File: src/rtl/mdio_mgmt_pkg.sv
package mdio_mgmt_pkg;

    localparam int CSR_DW      = 32;
    localparam int CSR_AW      = 4;
    localparam int DIV_W       = 6;
    localparam int PHY_AW      = 5;
    localparam int REG_AW      = 5;
    localparam int VAL_W       = 16;
    localparam int PRE_LEN     = 32;
    localparam int PAYLOAD_LEN = 2 + 2 + PHY_AW + REG_AW + 2 + VAL_W;
    localparam int FRAME_LEN   = PRE_LEN + PAYLOAD_LEN;
    localparam int FRAME_BW    = $clog2(FRAME_LEN);

    // payload positions the sequencer decodes
    localparam int TA_POS      = 2 + 2 + PHY_AW + REG_AW;
    localparam int TA2_POS     = TA_POS + 1;
    localparam int DATA_POS    = TA_POS + 2;

    // register offsets
    localparam logic [CSR_AW-1:0] OFS_CMD = 4'h0;
    localparam logic [CSR_AW-1:0] OFS_CFG = 4'h4;

    // command word bit positions
    localparam int GO_BIT   = 29;
    localparam int FAIL_BIT = 28;
    localparam int OP_LSB   = 26;
    localparam int PHY_LSB  = 21;
    localparam int REG_LSB  = 16;

    // configuration word bit positions
    localparam int C22_BIT  = 0;
    localparam int DIV_LSB  = 4;
    localparam int NOPRE_BIT = 12;

    typedef enum logic [1:0] {
        OP_RSV0  = 2'd0,
        OP_WRITE = 2'd1,
        OP_READ  = 2'd2,
        OP_RSV3  = 2'd3
    } mdio_op_e;

    typedef struct packed {
        mdio_op_e            op;
        logic [PHY_AW-1:0]   phy;
        logic [REG_AW-1:0]   regad;
        logic [VAL_W-1:0]    value;
    } mdio_cmd_t;

    typedef struct packed {
        logic                no_pre;
        logic [DIV_W-1:0]    div;
        logic                c22;
    } mdio_cfg_t;

    function automatic mdio_cmd_t unpack_cmd(input logic [CSR_DW-1:0] w);
        mdio_cmd_t c;
        c.op    = mdio_op_e'(w[OP_LSB +: 2]);
        c.phy   = w[PHY_LSB +: PHY_AW];
        c.regad = w[REG_LSB +: REG_AW];
        c.value = w[0 +: VAL_W];
        return c;
    endfunction

    function automatic logic [CSR_DW-1:0] pack_cmd(input logic busy,
                                                   input logic fail,
                                                   input mdio_cmd_t c);
        logic [CSR_DW-1:0] w;
        w = '0;
        w[GO_BIT]             = busy;
        w[FAIL_BIT]           = fail;
        w[OP_LSB +: 2]        = c.op;
        w[PHY_LSB +: PHY_AW]  = c.phy;
        w[REG_LSB +: REG_AW]  = c.regad;
        w[0 +: VAL_W]         = c.value;
        return w;
    endfunction

    function automatic logic [CSR_DW-1:0] pack_cfg(input mdio_cfg_t f);
        logic [CSR_DW-1:0] w;
        w = '0;
        w[C22_BIT]            = f.c22;
        w[DIV_LSB +: DIV_W]   = f.div;
        w[NOPRE_BIT]          = f.no_pre;
        return w;
    endfunction

    // serial payload after the preamble, first bit in the MSB
    function automatic logic [PAYLOAD_LEN-1:0] build_payload(input mdio_cmd_t c);
        logic [1:0] ta;
        ta = (c.op == OP_READ) ? 2'b11 : 2'b10;
        return {2'b01, c.op, c.phy, c.regad, ta, c.value};
    endfunction

endpackage

File: src/rtl/mdio_csr.sv
module mdio_csr
    import mdio_mgmt_pkg::*;
#(
    parameter logic [DIV_W-1:0] DIV_RESET = 6'h3F
) (
    input  logic              clk,
    input  logic              rst,
    input  logic              csr_wr,
    input  logic [CSR_AW-1:0] csr_addr,
    input  logic [CSR_DW-1:0] csr_wdata,
    output logic [CSR_DW-1:0] csr_rdata,
    input  logic              busy,
    input  logic              fail_set,
    input  logic              shift_en,
    input  logic              shift_bit,
    output logic              start,
    output mdio_cmd_t         launch,
    output mdio_cmd_t         cmd_q,
    output logic              fail_q,
    output mdio_cfg_t         cfg_q
);

    logic wr_cmd;
    logic wr_cfg;
    logic unused_wbits;

    assign wr_cmd = csr_wr && (csr_addr == OFS_CMD);
    assign wr_cfg = csr_wr && (csr_addr == OFS_CFG);
    assign launch = unpack_cmd(csr_wdata);
    assign start  = wr_cmd && !busy && csr_wdata[GO_BIT];
    assign unused_wbits = ^{csr_wdata[31:30], csr_wdata[FAIL_BIT]};

    always_ff @(posedge clk) begin
        if (rst) begin
            cmd_q <= '0;
        end else if (wr_cmd && !busy) begin
            cmd_q <= launch;
        end else if (shift_en) begin
            cmd_q.value <= {cmd_q.value[VAL_W-2:0], shift_bit};
        end
    end

    always_ff @(posedge clk) begin
        if (rst) begin
            fail_q <= 1'b0;
        end else if (start) begin
            fail_q <= 1'b0;
        end else if (fail_set) begin
            fail_q <= 1'b1;
        end
    end

    always_ff @(posedge clk) begin
        if (rst) begin
            cfg_q.c22    <= 1'b1;
            cfg_q.div    <= DIV_RESET;
            cfg_q.no_pre <= 1'b0;
        end else if (wr_cfg) begin
            cfg_q.c22    <= csr_wdata[C22_BIT];
            cfg_q.div    <= csr_wdata[DIV_LSB +: DIV_W];
            cfg_q.no_pre <= csr_wdata[NOPRE_BIT];
        end
    end

    always_comb begin
        case (csr_addr)
            OFS_CMD: csr_rdata = pack_cmd(busy, fail_q, cmd_q);
            OFS_CFG: csr_rdata = pack_cfg(cfg_q);
            default: csr_rdata = '0;
        endcase
    end

endmodule

File: src/rtl/mdio_mdc_gen.sv
module mdio_mdc_gen
    import mdio_mgmt_pkg::*;
#(
    parameter int CNT_W = DIV_W
) (
    input  logic             clk,
    input  logic             rst,
    input  logic             run,
    input  logic [CNT_W-1:0] div,
    output logic             mdc,
    output logic             rise_tick,
    output logic             fall_tick
);

    logic [CNT_W-1:0] cnt_q;
    logic             wrap;

    assign wrap      = run && (cnt_q == div);
    assign rise_tick = wrap && !mdc;
    assign fall_tick = wrap && mdc;

    always_ff @(posedge clk) begin
        if (rst || !run) begin
            cnt_q <= '0;
            mdc   <= 1'b0;
        end else if (wrap) begin
            cnt_q <= '0;
            mdc   <= ~mdc;
        end else begin
            cnt_q <= cnt_q + 1'b1;
        end
    end

endmodule

File: src/rtl/mdio_frame_seq.sv
module mdio_frame_seq
    import mdio_mgmt_pkg::*;
(
    input  logic      clk,
    input  logic      rst,
    input  logic      start,
    input  mdio_cmd_t launch,
    input  logic      no_pre,
    input  logic      rise_tick,
    input  logic      fall_tick,
    input  logic      mdio_i,
    output logic      busy,
    output logic      mdio_o,
    output logic      mdio_oe,
    output logic      fail_set,
    output logic      shift_en,
    output logic      shift_bit
);

    localparam logic [FRAME_BW-1:0] PRE_START = FRAME_BW'(PRE_LEN);
    localparam logic [FRAME_BW-1:0] LAST_BIT  = FRAME_BW'(FRAME_LEN - 1);

    logic [FRAME_BW-1:0]    bitcnt_q;
    logic [PAYLOAD_LEN-1:0] shreg_q;
    logic                   rd_q;
    logic                   in_payload;
    logic [FRAME_BW-1:0]    pos;
    logic                   released;

    assign in_payload = (bitcnt_q >= PRE_START);
    assign pos        = bitcnt_q - PRE_START;
    assign released   = rd_q && in_payload && (pos >= FRAME_BW'(TA_POS));

    always_ff @(posedge clk) begin
        if (rst) begin
            busy     <= 1'b0;
            bitcnt_q <= '0;
            shreg_q  <= '0;
            rd_q     <= 1'b0;
        end else if (start) begin
            busy     <= 1'b1;
            bitcnt_q <= no_pre ? PRE_START : '0;
            shreg_q  <= build_payload(launch);
            rd_q     <= (launch.op == OP_READ);
        end else if (busy && fall_tick) begin
            if (bitcnt_q == LAST_BIT) begin
                busy     <= 1'b0;
                bitcnt_q <= '0;
            end else begin
                bitcnt_q <= bitcnt_q + 1'b1;
            end
            if (in_payload) begin
                shreg_q <= {shreg_q[PAYLOAD_LEN-2:0], 1'b0};
            end
        end
    end

    always_comb begin
        if (!busy) begin
            mdio_o = 1'b1;
        end else if (!in_payload) begin
            mdio_o = 1'b1;
        end else begin
            mdio_o = shreg_q[PAYLOAD_LEN-1];
        end
    end

    assign mdio_oe   = busy && !released;
    assign fail_set  = busy && rise_tick && rd_q && in_payload
                       && (pos == FRAME_BW'(TA2_POS)) && mdio_i;
    assign shift_en  = busy && rise_tick && rd_q && in_payload
                       && (pos >= FRAME_BW'(DATA_POS));
    assign shift_bit = mdio_i;

endmodule

File: src/rtl/mdio_mgmt_master.sv
module mdio_mgmt_master
    import mdio_mgmt_pkg::*;
#(
    parameter logic [DIV_W-1:0] DIV_RESET = 6'h3F
) (
    input  logic              clk,
    input  logic              rst,
    input  logic              csr_wr,
    input  logic [CSR_AW-1:0] csr_addr,
    input  logic [CSR_DW-1:0] csr_wdata,
    output logic [CSR_DW-1:0] csr_rdata,
    output logic              mdc,
    output logic              mdio_o,
    output logic              mdio_oe,
    input  logic              mdio_i
);

    logic      busy;
    logic      start;
    logic      fail_set;
    logic      fail_q;
    logic      shift_en;
    logic      shift_bit;
    logic      rise_tick;
    logic      fall_tick;
    mdio_cmd_t launch;
    mdio_cmd_t cmd_q;
    mdio_cfg_t cfg_q;

    mdio_csr #(.DIV_RESET(DIV_RESET)) u_csr (
        .clk       (clk),
        .rst       (rst),
        .csr_wr    (csr_wr),
        .csr_addr  (csr_addr),
        .csr_wdata (csr_wdata),
        .csr_rdata (csr_rdata),
        .busy      (busy),
        .fail_set  (fail_set),
        .shift_en  (shift_en),
        .shift_bit (shift_bit),
        .start     (start),
        .launch    (launch),
        .cmd_q     (cmd_q),
        .fail_q    (fail_q),
        .cfg_q     (cfg_q)
    );

    mdio_mdc_gen #(.CNT_W(DIV_W)) u_mdc (
        .clk       (clk),
        .rst       (rst),
        .run       (busy),
        .div       (cfg_q.div),
        .mdc       (mdc),
        .rise_tick (rise_tick),
        .fall_tick (fall_tick)
    );

    mdio_frame_seq u_seq (
        .clk       (clk),
        .rst       (rst),
        .start     (start),
        .launch    (launch),
        .no_pre    (cfg_q.no_pre),
        .rise_tick (rise_tick),
        .fall_tick (fall_tick),
        .mdio_i    (mdio_i),
        .busy      (busy),
        .mdio_o    (mdio_o),
        .mdio_oe   (mdio_oe),
        .fail_set  (fail_set),
        .shift_en  (shift_en),
        .shift_bit (shift_bit)
    );

endmodule

File: config.mk
export PLATFORM = sky130hd
export DESIGN_NAME = mdio_mgmt_master
export DESIGN_NICKNAME = d
export VERILOG_FILES = /design/src/rtl/mdio_mgmt_pkg.sv /design/src/rtl/mdio_csr.sv /design/src/rtl/mdio_mdc_gen.sv /design/src/rtl/mdio_frame_seq.sv /design/src/rtl/mdio_mgmt_master.sv
export SDC_FILE = /design/constraint.sdc
export NUM_CORES = 1
export LEC_CHECK = 0
export ABC_AREA = 1
export BUFFER_PORTS_ARGS = -buffer_cell sky130_fd_sc_hd__buf_2
export CORE_MARGIN = 3
export CORE_UTILIZATION = 40
export DETAILED_ROUTE_END_ITERATION = 8
export PLACE_DENSITY = 0.62
export SLEW_MARGIN = 20
export SYNTH_ARGS = -nofsm -noshare
export SYNTH_HDL_FRONTEND = slang
export SYNTH_HIERARCHICAL = 1
export SYNTH_SLANG_ARGS = --single-unit
File: constraint.sdc
create_clock -name clk -period 2.67 [get_ports clk]
set_clock_uncertainty 0.2 [all_clocks]
set_input_delay 0.267 -clock clk [delete_from_list [all_inputs] [get_ports clk]]
set_output_delay 0.267 -clock clk [all_outputs]
set_load 0.03 [all_outputs]
# Word level (Yosys, flattened, before mapping)
# Cells that the tools add are included.
# word_totals
ff_bits	84
wordCells	74
# op_classes
add_sub_neg	3
magnitude_cmp	3
eq_ne	5
mux	16
n_bitwise	1
reduce_logical	31
# ops
op	count
31-bit 2-to-1 mux	3
30-bit one-hot mux with 2 select lines	1
16-bit 2-to-1 mux	2
6-bit 2-to-1 mux	4
1-bit logical AND	17
6-bit by 1-bit adder with 6-bit output (second input constant)	2
2-bit nonzero test	4
6-bit by 4-bit == test with 1-bit output (second input constant)	1
6-bit == test	1
6-bit == test (second input constant)	1
6-bit by 4-bit >= comparator with 1-bit output (second input constant)	1
6-bit by 5-bit >= comparator with 1-bit output (second input constant)	1
6-bit >= comparator (second input constant)	1
1-bit 2-to-1 mux	6
2-bit AND reduction	3
6-bit subtractor (second input constant)	1
4-bit by 3-bit == test with 1-bit output (second input constant)	1
4-bit logical NOT	1
2-bit OR reduction	2
1-bit logical NOT	3
2-bit == test (second input constant)	1
1-bit logical OR	1
1-bit inverter	1

# Depth between registers and ports, before layout
# logic_depth
ltp_word	9
depth_mapped	16
mapped_depth_nobuf	14

# Modules after synthesis
# The synthesis kept the hierarchy.
# modules_own_cells
mod	n_inst	cells_each	area_each_um2	seq_area_each_um2
mdio_csr	1	326	2190.9	740.7
mdio_frame_seq	1	249	1819.2	800.8
mdio_mdc_gen	1	65	466.7	140.1

# Worst setup path after synthesis
# OpenSTA, ideal clock, no wires.
# synth_timing
path_kind	flip-flop to flip-flop
startpoint	register u_seq.busy
endpoint	register, netlist name u_csr/cmd_q[11]
setup_time_ns	0.070
t_arrival_ns	1.975
required_time_ns	2.400
setup_slack_ns	0.424
stages_incl_launch_ff	15
synth_period_minus_slack_ns	2.246
path_cell_list	dfxtp_1 -> clkinv_1 -> a21oi_1 -> nand2_2 -> nor2_4 -> nand2_4 -> nor2_1 -> nand3_1 -> nor2_1 -> buf_2 -> clkbuf_1 -> nand2_1 -> nand2_1 -> nand2_1 -> a21oi_1
# synth_between
elab_chain_len	7
elab_cells_between_ends	10
cone_classes	mux: 1; reduce/logical: 9
# synth_rtl
item	line	source
from (decl)	mdio_frame_seq.sv:12	output logic busy,
from (signal assigned)	mdio_frame_seq.sv:36	busy <= 1'b0;
from (signal assigned)	mdio_frame_seq.sv:41	busy <= 1'b1;
from (signal assigned)	mdio_frame_seq.sv:47	busy <= 1'b0;
1-bit logical AND	mdio_mdc_gen.sv:18	assign wrap = run && (cnt_q == div);
1-bit logical AND	mdio_mdc_gen.sv:19	assign rise_tick = wrap && !mdc;
net rise_tick	mdio_mgmt_master.sv:24	logic rise_tick;
1-bit logical AND (3 in a row)	mdio_frame_seq.sv:71	assign shift_en = busy && rise_tick && rd_q && in_payload
1-bit logical AND	mdio_frame_seq.sv:72	&& (pos >= FRAME_BW'(DATA_POS));
net shift_en	mdio_mgmt_master.sv:22	logic shift_en;
2-bit nonzero test (no line)	-	
# The timed path passes the listed nets, and every way through them passes these cells.
# A chain may end at the register's enable or synchronous reset.

# Final worst setup path
# layout_timing
startpoint	register, netlist name u_csr/cfg_q[4]
endpoint	register, netlist name u_csr/cmd_q[2]
# layout_between
elab_chain_len	8
# layout_rtl
item	line
6-bit == test	mdio_mdc_gen.sv:18
1-bit logical AND	mdio_mdc_gen.sv:18
1-bit logical AND	mdio_mdc_gen.sv:19
net rise_tick	mdio_mgmt_master.sv:24
1-bit logical AND (3 in a row)	mdio_frame_seq.sv:71
1-bit logical AND	mdio_frame_seq.sv:72
net shift_en	mdio_mgmt_master.sv:22
2-bit nonzero test (no line)	-
# The timed path passes the listed nets, and every way through them passes these cells.

==> flow_metrics.env <==
export IMPL_hpwl_um=7810
export IMPL_worst_slew_pin_transition_ns=0.697
export IMPL_reg2reg_to="u_csr/cmd_q[2]$_SDFFE_PP0P_"
export IMPL_power_mw=2.43
export IMPL_routed_wirelength_um=11000
export IMPL_critPathLaunch="u_csr/cfg_q[4]$_SDFFE_PP1P_"
export IMPL_clockRootBuffer="clkbuf_8"
export IMPL_drt_antenna_violating_nets=0
export IMPL_overflow=0
export IMPL_fin_nets=720
export IMPL_final_max_slew_viol_count=0
export IMPL_io_buffers=69
export IMPL_synth_edf_count=0
export IMPL_setup_violations=0
export IMPL_register_area_um2=1680
export IMPL_r2r_start="u_csr/cfg_q[4]$_SDFFE_PP1P_"
export IMPL_via_count=4159
export IMPL_seq_power_share=0.526
export IMPL_p_leak_nw=2.14
export IMPL_die_h_um=112
export IMPL_cts_hold_buf=10
export IMPL_power_density_nw_per_um2=490
export IMPL_pwr_share_comb=0.074
export IMPL_grt_pass1_vias=3807
export IMPL_synthArstFlopShare=0
export IMPL_cp_data_arrival_time_ns=2.44
export IMPL_ff2ff_setup_slack_ns=0.25
export IMPL_tns_ns=0
export IMPL_grt_usage=0.176
export IMPL_worstSetupStartpointType="register"
export IMPL_fp_row_count=37
export IMPL_swShare=0.243
export IMPL_vdd_drop_max_mv=0.302
export IMPL_drt_vias_per_instance=5.08
export IMPL_postCtsSetupRepairBufs=0
export IMPL_stdcell_area_um2=4960
export IMPL_antenna_found_initial=0
export IMPL_synthFlopType="dfxtp_1"
export IMPL_path_class="reg -> reg"
export IMPL_grt_max_degree=57
export IMPL_fmax_mhz=413
export IMPL_endpoint="u_csr/cmd_q[2]$_SDFFE_PP0P_"
export IMPL_internal_power_mw=1.84
export IMPL_yosys_warnings=6
export IMPL_clock_path_buffers=2
export IMPL_cp_max_fo=16
export IMPL_die_area_um2=12500
export IMPL_period_share=0.907
export IMPL_core_area_um2=10600
export IMPL_seq_area_frac_synth=0.376
export IMPL_routedWlPerCell_um=13.5
export IMPL_cts_resized=0
export IMPL_status="finished clean"
export IMPL_numCtsBuffers=9
export IMPL_cts_tree="built"
export IMPL_dr_pass1_iters=5
export IMPL_required_ns=2.69
export IMPL_drtIter0Drc=278
export IMPL_hold_viol=0
export IMPL_ios=75
export IMPL_grt_pass1_wl_um=18500
export IMPL_initial_core_util=0.422
export IMPL_max_cap_violations=0
export IMPL_netlist_instances=640
export IMPL_syn_area_um2=4480
export IMPL_r2r_cells=13
export IMPL_cts_clk_slew_worst_paths_ns=0.09
export IMPL_hold_class="in -> reg"
export IMPL_multiInputGateArea_um2=2050
export IMPL_drc_errors=0
export IMPL_nFillCells=1084
export IMPL_dpl_cell_area_um2=4650
export IMPL_area_growth_pct=10.9
export IMPL_ys_ff_latch=84
export IMPL_switching_power_mw=0.590
export IMPL_fp_dieW_um=112
export IMPL_endpoint_kind="register"
export IMPL_cts_max_level=3
export IMPL_rsz0062_at_grt="false"
export IMPL_clock_sinks=84
export IMPL_clock_power_share=0.400
export IMPL_clk_latency_ns=0.35
export IMPL_diodes=0
export IMPL_min_period_ns=2.42
export IMPL_slew_headroom=0.535
export IMPL_gp_congestion=0.814
export IMPL_synth_cell_types=35
export IMPL_drive_gt1_frac=0.189
export IMPL_syn_avg_cell_area_um2=6.99
-- cell usage after synthesis (9+ instances only) --
cell type,instances,area [µm²]
nor2_1,32,120
nand3_1,67,335
dfxtp_1,84,1680
nor2_2,9,56.3
buf_4,34,255
clkbuf_1,16,60.1
a31oi_1,25,156
o21ai_0,21,105
nand4_1,16,100
a21oi_1,44,220
nand2_1,155,582
buf_2,12,60.1
inv_1,72,270
-- area by class of cell --
type	instances	area share
Multi-Input combinational cell	411	0.413
Sequential cell	84	0.339
Timing Repair Buffer	95	0.114
Inverter	76	0.0575
Tap cell	136	0.0343
Clock buffer	13	0.0340
Clock inverter	3	0.00882
-- logic make-up after synthesis --
family | share of synthesized area
flops | 0.376
other cells | 0.000838
buf+inv | 0.168
fa+ha+maj | 0.00839
simple gates | 0.305
xor+xnor | 0.00783
compound gates | 0.134
-- metrics by stage --
| step | hold WS, ns | utilization | cells | setup slack [ns] |
|---|---|---|---|---|
| 3_3_place_gp | 0.239 | 0.439 | 792 | 0.352 |
| 6_report | 0.0129 | 0.468 | 818 | 0.248 |
| 5_1_grt | 0.00193 | 0.468 | 818 | 0.0450 |
| 4_1_cts | 0.00238 | 0.468 | 818 | 0.271 |
| 2_1_floorplan | 0.228 | - | 641 | 0.424 |
| 3_5_place_dp | 0.245 | 0.439 | 792 | 0.305 |
-- how the worst min path moves through the flow --
| stage | to | slack [ns] | depth (start not counted) | startpoint |
|---|---|---|---|---|
| floorplan | u_seq/rd_q$_SDFFE_PP0P_ | 0.23 | 2 | u_seq/rd_q$_SDFFE_PP0P_ |
| global placement | u_seq/shreg_q[31]$_SDFFE_PP0P_ | 0.24 | 2 | u_seq/shreg_q[31]$_SDFFE_PP0P_ |
| detailed placement | u_seq/rd_q$_SDFFE_PP0P_ | 0.24 | 2 | u_seq/rd_q$_SDFFE_PP0P_ |
| CTS | u_seq/shreg_q[26]$_SDFFE_PP0P_ | 0.002 | 3 | csr_wdata[24] |
| global route | u_seq/shreg_q[24]$_SDFFE_PP0P_ | 0.002 | 3 | csr_wdata[22] |
| finish | u_seq/shreg_q[8]$_SDFFE_PP0P_ | 0.01 | 3 | csr_wdata[8] |
-- critical path: stages (launching register included) --
cell and delay [ns]:
dfxtp_1 0.39, inv_1 0.08, nand2_1 0.06, nand2_1 0.06, inv_1 0.06, nand2_2 0.05, nor2_2 0.16, nand2_4 0.10
nor2_1 0.12, nand3_1 0.11, nor2_1 0.30, inv_1 0.35, nand3_1 0.19, a21oi_1 0.07
-- per-layer routing --
layer	global-route usage	wire length (µm)
met1	0.257	5460
met2	0.268	4920
met3	0.0326	556
met4	0.0430	97
met5	0	0
-- power by group through the flow --
stage / registers, mW / logic [mW] / clock network, mW
global route: 1.28 / 0.201 / 1.05
finish: 1.28 / 0.181 / 0.972
CTS: 1.28 / 0.180 / 0.993
global placement: 1.31 / 0.168 / 0
detailed placement: 1.31 / 0.168 / 0
floorplan: 1.30 / 0.135 / 0
-- layout by cell type (no fill, tap or decap), drive strengths merged, types with 2 or more instances in the layout --
master       count
clkinv           3
conb             2
xor2             3
nor2            46
ha               3
o211ai           7
inv             75
o21ai           22
nand4           16
nand2          161
a31oi           25
dlygate4sd3     10
buf             85
dfxtp           84
nor3             2
a21oi           44
o21bai           2
nand3           71
clkbuf          13
o211a            2
-- registers in the layout, indices dropped and copies added, names as in the netlist --
name,cells
u_seq/shreg_q,32
u_csr/cmd_q,28
u_csr/cfg_q,8
u_mdc/cnt_q,6
u_seq/bitcnt_q,6
u_csr/fail_q,1
u_mdc/mdc,1
u_seq/busy,1
u_seq/rd_q,1
(Power assumes the default switching activity.)
